[src/rtl/pwm2_pkg.sv]
package pwm2_pkg;
  // divider counter width, wide enough for the largest ratio
  localparam int PSW       = 17;
  localparam int GRPW      = 10;  // bits per channel group in the control word
  localparam int STRIDE    = 15;  // bit distance between channel groups
  localparam int BUSY_BASE = 28;  // first busy flag position in the control word

  // field positions inside a channel group
  localparam int F_EN   = 4;
  localparam int F_LVL  = 5;
  localparam int F_GATE = 6;

  // clocks per counter step; 0 marks an unused code
  function automatic logic [PSW-1:0] div_of(input logic [3:0] code);
    case (code)
      4'd0:    div_of = PSW'(120);
      4'd1:    div_of = PSW'(180);
      4'd2:    div_of = PSW'(240);
      4'd3:    div_of = PSW'(360);
      4'd4:    div_of = PSW'(480);
      4'd8:    div_of = PSW'(12000);
      4'd9:    div_of = PSW'(24000);
      4'd10:   div_of = PSW'(36000);
      4'd11:   div_of = PSW'(48000);
      4'd12:   div_of = PSW'(72000);
      4'd15:   div_of = PSW'(1);
      default: div_of = '0;
    endcase
  endfunction
endpackage

[src/rtl/pwm2_presc.sv]
module pwm2_presc
  import pwm2_pkg::*;
(
  input  logic       clk,
  input  logic       rst_n,
  input  logic       run,
  input  logic [3:0] code,
  output logic       tick
);
  logic [PSW-1:0] div;
  logic [PSW-1:0] pcnt;
  logic           live;
  logic           wrap;

  assign div  = div_of(code);
  assign live = run && (div != '0);
  // >= keeps a shrinking ratio from running the count through its full range
  assign wrap = (pcnt >= div - 1'b1);
  assign tick = live && wrap;

  always_ff @(posedge clk) begin
    if (!rst_n)              pcnt <= '0;
    else if (!live || wrap)  pcnt <= '0;
    else                     pcnt <= pcnt + 1'b1;
  end
endmodule

[src/rtl/pwm2_chan.sv]
module pwm2_chan #(
  parameter int CW = 16
) (
  input  logic          clk,
  input  logic          rst_n,
  input  logic          run,
  input  logic          lvl,
  input  logic [3:0]    code,
  input  logic          wr,
  input  logic [2*CW-1:0] wdata,
  output logic          out,
  output logic          busy,
  output logic [2*CW-1:0] word
);
  logic          tick;
  logic [CW-1:0] cnt;
  logic [CW-1:0] hold_prd, hold_dty;
  logic [CW-1:0] cur_prd, cur_dty;
  logic          pend;
  logic          last_step;

  pwm2_presc u_pre (
    .clk  (clk),
    .rst_n(rst_n),
    .run  (run),
    .code (code),
    .tick (tick)
  );

  assign last_step = tick && (cnt == cur_prd);

  always_ff @(posedge clk) begin
    if (!rst_n)          cnt <= '0;
    else if (!run)       cnt <= '0;
    else if (last_step)  cnt <= '0;
    else if (tick)       cnt <= cnt + 1'b1;
  end

  // holding register and transfer into the running pair
  always_ff @(posedge clk) begin
    if (!rst_n) begin
      hold_prd <= '0;
      hold_dty <= '0;
      cur_prd  <= '0;
      cur_dty  <= '0;
      pend     <= 1'b0;
    end else if (wr && !pend) begin
      hold_prd <= wdata[2*CW-1:CW];
      hold_dty <= wdata[CW-1:0];
      pend     <= 1'b1;
    end else if (pend && (!run || last_step)) begin
      cur_prd <= hold_prd;
      cur_dty <= hold_dty;
      pend    <= 1'b0;
    end
  end

  assign out  = (run && (cnt < cur_dty)) ? lvl : ~lvl;
  assign busy = pend;
  assign word = {hold_prd, hold_dty};
endmodule

[src/rtl/pwm2_ctrl.sv]
module pwm2_ctrl
  import pwm2_pkg::*;
#(
  parameter int NCH = 2,   // the control word layout holds two groups
  parameter int AW  = 4,
  parameter int CW  = 16
) (
  input  logic            clk,
  input  logic            rst_n,
  input  logic [AW-1:0]   reg_addr,
  input  logic            reg_wr,
  input  logic [2*CW-1:0] reg_wdata,
  output logic [2*CW-1:0] reg_rdata,
  output logic [NCH-1:0]  pwm_out,
  output logic [NCH-1:0]  busy
);
  localparam int DW  = 2 * CW;
  localparam int WIW = AW - 2;

  logic [NCH-1:0][GRPW-1:0] ctrl_q;
  logic [NCH-1:0][DW-1:0]   word;
  logic [NCH-1:0]           busy_w;
  logic [NCH-1:0]           wr_ch;
  logic [WIW-1:0]           widx;
  logic                     aligned;
  logic                     wr_ctrl;

  assign widx    = reg_addr[AW-1:2];
  assign aligned = (reg_addr[1:0] == 2'b00);
  assign wr_ctrl = reg_wr && aligned && (widx == '0);

  always_ff @(posedge clk) begin
    if (!rst_n) begin
      ctrl_q <= '0;
    end else if (wr_ctrl) begin
      for (int c = 0; c < NCH; c++)
        ctrl_q[c] <= reg_wdata[STRIDE*c +: GRPW];
    end
  end

  for (genvar c = 0; c < NCH; c++) begin : g_ch
    assign wr_ch[c] = reg_wr && aligned && (widx == WIW'(c + 1));

    pwm2_chan #(.CW(CW)) u_chan (
      .clk  (clk),
      .rst_n(rst_n),
      .run  (ctrl_q[c][F_EN] && ctrl_q[c][F_GATE]),
      .lvl  (ctrl_q[c][F_LVL]),
      .code (ctrl_q[c][3:0]),
      .wr   (wr_ch[c]),
      .wdata(reg_wdata),
      .out  (pwm_out[c]),
      .busy (busy_w[c]),
      .word (word[c])
    );
  end

  assign busy = busy_w;

  always_comb begin
    reg_rdata = '0;
    if (aligned) begin
      if (widx == '0) begin
        for (int c = 0; c < NCH; c++) begin
          reg_rdata[STRIDE*c +: GRPW] = ctrl_q[c];
          reg_rdata[BUSY_BASE + c]    = busy_w[c];
        end
      end else begin
        for (int c = 0; c < NCH; c++)
          if (widx == WIW'(c + 1)) reg_rdata = word[c];
      end
    end
  end
endmodule

[config.mk]
export PLATFORM = sky130hd
export DESIGN_NAME = pwm2_ctrl
export DESIGN_NICKNAME = d
export VERILOG_FILES = /design/src/rtl/pwm2_pkg.sv /design/src/rtl/pwm2_presc.sv /design/src/rtl/pwm2_chan.sv /design/src/rtl/pwm2_ctrl.sv
export SDC_FILE = /design/constraint.sdc
export NUM_CORES = 1
export LEC_CHECK = 0
export BUFFER_PORTS_ARGS = -buffer_cell sky130_fd_sc_hd__buf_2
export CAP_MARGIN = 20
export CORE_ASPECT_RATIO = 1.4
export CORE_MARGIN = 2
export CORE_UTILIZATION = 65
export DETAILED_ROUTE_END_ITERATION = 8
export PLACE_DENSITY_LB_ADDON = 0.08
export RECOVER_POWER = 100
export SETUP_SLACK_MARGIN = 0.2
export SLEW_MARGIN = 20
export SYNTH_ARGS = -nofsm -noshare
export SYNTH_HDL_FRONTEND = slang
export SYNTH_HIERARCHICAL = 1
export SYNTH_SLANG_ARGS = --single-unit
export TNS_END_PERCENT = 5
[constraint.sdc]
create_clock -name clk -period 9.08 [get_ports clk]
set_input_delay 1.362 -clock clk [delete_from_list [all_inputs] [get_ports clk]]
set_output_delay 1.362 -clock clk [all_outputs]
set_load 0.02 [all_outputs]
==> summary.md <==
| Metric | Value |
|---|---|
| WHS Path Cells | 2 |
| Largest family of logic cells by synthesized area | simple AND/OR/NAND/NOR gates |
| DIE AREA | 21000 µm² |
| Synth warn | 6 |
| Static leakage | ~4.9 nW |
| R2r worst-path depth | 16 |
| Via density per instance | 6.21 |
| Via Count | 11500 |
| 1st-pass router iterations | 5 |
| Global-route usage over all layers | 0.323 |
| Top_reg_cell synth | dfxtp_1 |
| CP max stage cell | clkbuf_1 |
| Reg-to-Reg End | g_ch[1].u_chan/cnt[8] |
| R2R Path Start | ctrl_q[10] |
| Adder-cell share of the synthesized area | 0.0776 |
| Setup WS post-layout | between 3 and 4 ns |
| Reg2Reg Setup Slack | 3.06 ns |
| Routed WL per cell | about 19 µm |
| Seq/Total Area, Yosys | 0.335 |
| Outcome | complete, but fails checks |
| Worst hold path type | flip-flop to flip-flop |
| H-tree levels | 1 |
| CTS Buf Count | 22 |
| Vias in the first global route | between 10000 and 15000 |
| Non-filler instance count after layout | 1850 |
| Worst rel slew slack | -0.344 |
| CP peak stage delay | 1.41 ns |
| Pwr Density | 139 nW/µm² |
| Failing checks | max-capacitance violations, max-slew violations |
| Cells after synthesis | between 1500 and 2000 |
| Finish-stage setup viols | 0 |
| Hold worst-path end | ctrl_q[7] |
| Initial Util | 0.655 |
| First-pass GRT wire length | between 50000 and 60000 µm |
| Insertion delay to the later sink of the worst-skew pair | between 0.5 and 0.6 ns |
| Final net count | 1702 |
| Cts hold-fix bufs | 0 |
| Ant. Diodes | 0 |
| Total Neg Setup Slack | 0 ns |
| Worst-Margin Slew | 2.02 ns |
| Critical path arrival | roughly 4.7 ns |
| Fmax | 165 MHz |
| Async SR Flop Fraction | 0 |
| Critical Path End Type | output pin |
| Chip Height | 171 µm |
| Row count | just over 60 |
| WP data required | 7.72 ns |
| Setup bufs post-CTS | 0 |
| Initial DRC count | approximately 920 |
| Final Max Tran Viols | ~300 |
| Setup CP Type | input port to output pin |
| Max-cap violations | 10 |
| Clock Sinks | 216 |
| Xor/xnor cell area share of the yosys netlist | 0.0692 |
| Max rail drop VDD | 126 µV |
| Mean Syn Cell Area | 8.20 µm² |
| Layout cells sized above 1 | 0.0645 |
| Post-synthesis mux area share | 0.0341 |
| Congestion Overflow GR | 0 |
| CTS tree | yes |
| Clock skew | 0.0147 ns |
| Synth Area in Simple Gates | 0.237 |
| Post-synth EDFFs | 0 |
| Post-CTS sizing | 0 |
| Final min period | 6.05 ns |
| Post-synthesis register bit count | around 220 |
| RSZ-0062 raised after global routing | no |
| Placed Cells | roughly 1800 |
| Worst-path fanout max | 26 |
| Clock Tree Root | clkbuf_16 |
| Cell area after synthesis | 12900 µm² |
| Net Count, Synth | 1692 |
| CP Launch Type | input port |
| Synth Area in Compound Gates | 0.186 |
| Post-DP HPWL | around 24000 µm |
| Largest net degree at the start of global routing | 142 |
| Design Area, Final | 13700 µm² |
| Crit share post-route | 0.666 |
| Area grow syn2layout | 6.18% |
| DRC errors left | 0 |
| Final wirelength | 34800 µm |
| Place WS | 3.63 ns |
| Final Hold Fails | 0 |
| Ports | 75 |
| Top delay family on crit path | buffers and inverters |
| Hold path start | ctrl_q[7] |
| Crit path cell chain | clkbuf_1 -> nor2b_1 -> clkbuf_1 -> a22oi_1 -> nor2_1 -> clkbuf_1 |
| Placed Area | 13100 µm² |
| Clock-pin slew on the worst setup and hold paths | 0.06 ns |
| Most used cell, CP | clkbuf_1 |
| Final Wtd Congestion | 0.896 |
| Port bufs | 74 |
| Die Wd | 123 µm |
| Final ANT Viol Nets | 0 |
| Clk buf depth | 3 |
| Initial antenna violation count | 0 |
| Unique masters post-synth | 58 |
| Core area | 19700 µm² |
| Buf/Inv on CP | 3 |
| Hold_ws | 0.461 ns |
how the worst max path moves through the flow:
| stage | end | slack [ns] | depth (start not counted) | from |
|---|---|---|---|---|
| 5_1_grt | g_ch[0].u_chan/cnt[9] | 2.30 | 16 | ctrl_q[0] |
| 4_1_cts | g_ch[1].u_chan/cnt[8] | 3.62 | 16 | ctrl_q[10] |
| 2_1_floorplan | g_ch[0].u_chan/cur_dty[0] | 4.85 | 19 | ctrl_q[0] |
| 3_5_place_dp | g_ch[1].u_chan/cnt[8] | 3.63 | 16 | ctrl_q[10] |
| 3_3_place_gp | g_ch[1].u_chan/cnt[15] | 3.86 | 16 | ctrl_q[10] |
| 6_report | reg_rdata[31] | 3.03 | 6 | reg_addr[2] |
layout by cell type (no fill, tap or decap), types with 7 or more instances in the layout:
| master | Yosys | routed |
|---|---|---|
| a21oi_1 | 64 | 64 |
| nor4_1 | 36 | 36 |
| a221o_1 | 64 | 64 |
| nor2b_1 | 10 | 9 |
| inv_1 | 54 | 54 |
| a21boi_0 | 66 | 66 |
| xor2_1 | 62 | 62 |
| xnor2_1 | 40 | 40 |
| buf_2 | 13 | 38 |
| nor3_1 | 16 | 16 |
| or2_1 | 23 | 23 |
| nand4_1 | 36 | 36 |
| a22oi_1 | 10 | 10 |
| ha_1 | 80 | 80 |
| clkbuf_1 | 68 | 51 |
| nor2_1 | 79 | 79 |
| nand3_1 | 28 | 28 |
| nand2_1 | 360 | 360 |
| mux2i_1 | 44 | 44 |
| o21ai_0 | 14 | 16 |
| and3_1 | 7 | 7 |
| dfxtp_1 | 216 | 216 |
| o22ai_1 | 66 | 66 |
| clkbuf_16 | 0 | 23 |
worst register-to-register path: cells and delay by family (launching register included):
family / cells / cell delay, ns
AOI/OAI and AO/OA: 6 / 2.46
adders and majority gates: 2 / 0.64
buffers and inverters: 2 / 0.37
DFF: 1 / 0.56
and+or+nand+nor: 6 / 1.82
metal layers:
metal,global-route usage,part of all wire
met3,0.0427,0.049
met1,0.387,0.41
met2,0.574,0.50
met5,0,0
met4,0.132,0.040
state kept, by name, indices dropped and copies added (netlist names):
register,flops
g_ch.u_chan/u_pre/pcnt,34
g_ch.u_chan/hold_prd,32
ctrl_q,20
g_ch.u_chan/cur_prd,32
g_ch.u_chan/cnt,32
g_ch.u_chan/busy,2
g_ch.u_chan/hold_dty,32
g_ch.u_chan/cur_dty,32
logic make-up (layout without fill, tap and decap cells):
kind of cell | count (synthesis) | after routing
xor+xnor | 102 | 102
mux | 44 | 44
flops | 216 | 216
simple gates | 643 | 643
fa+ha+maj | 80 | 80
compound gates | 330 | 330
buf+inv | 158 | 183
synth_stat cells, types with 4 or more instances:
master | count | area [µm²]
nand2_1 | 360 | 1350
dfxtp_1 | 216 | 4320
ha_1 | 80 | 1000
nor2_1 | 79 | 297
clkbuf_1 | 68 | 255
a21boi_0 | 66 | 495
o22ai_1 | 66 | 413
a21oi_1 | 64 | 320
a221o_1 | 64 | 641
xor2_1 | 62 | 543
inv_1 | 54 | 203
mux2i_1 | 44 | 440
xnor2_1 | 40 | 350
nand4_1 | 36 | 225
nor4_1 | 36 | 225
nand3_1 | 28 | 140
or2_1 | 23 | 144
nor3_1 | 16 | 80.1
o21ai_0 | 14 | 70.1
buf_2 | 13 | 65.1
buf_6 | 13 | 146
a22oi_1 | 10 | 75.1
nor2b_1 | 10 | 62.6
and3_1 | 7 | 43.8
a211oi_1 | 6 | 45.0
a21o_1 | 6 | 45.0
and2_1 | 6 | 37.5
and4_1 | 6 | 52.6
buf_4 | 6 | 45.0
nor3_2 | 6 | 60.1
nor4_2 | 6 | 75.1
a2111oi_0 | 4 | 35.0
a31oi_1 | 4 | 25.0
nand2b_1 | 4 | 25.0
o2111ai_1 | 4 | 35.0
o21bai_1 | 4 | 30.0
per-stage QoR:
step,util,total power (W)
3_5_place_dp,0.667,0.00106
5_1_grt,0.696,0.00195
6_report,0.696,0.00190
3_3_place_gp,0.667,0.00106
4_1_cts,0.701,0.00191
2_1_floorplan,-,0.00103
final cells by class:
| class | count | area [µm²] |
|---|---|---|
| multi-input combinational | 1199 | 7780 |
| fill | 1696 | 5990 |
| sequential | 216 | 4320 |
| clock buffer | 33 | 633 |
| timing repair buffer | 88 | 408 |
| tap | 252 | 315 |
| inverter | 56 | 210 |
| clock inverter | 6 | 32.5 |
report_power, final:
part	internal, W	total (W)	leakage, nW	switching (W)
clock network	0.000482	0.000859	0.327	0.000377
logic	0.0000258	0.0000824	2.79	0.0000566
registers	0.000952	0.000959	1.74	0.00000724
Power figures use the tool's default switching activity.
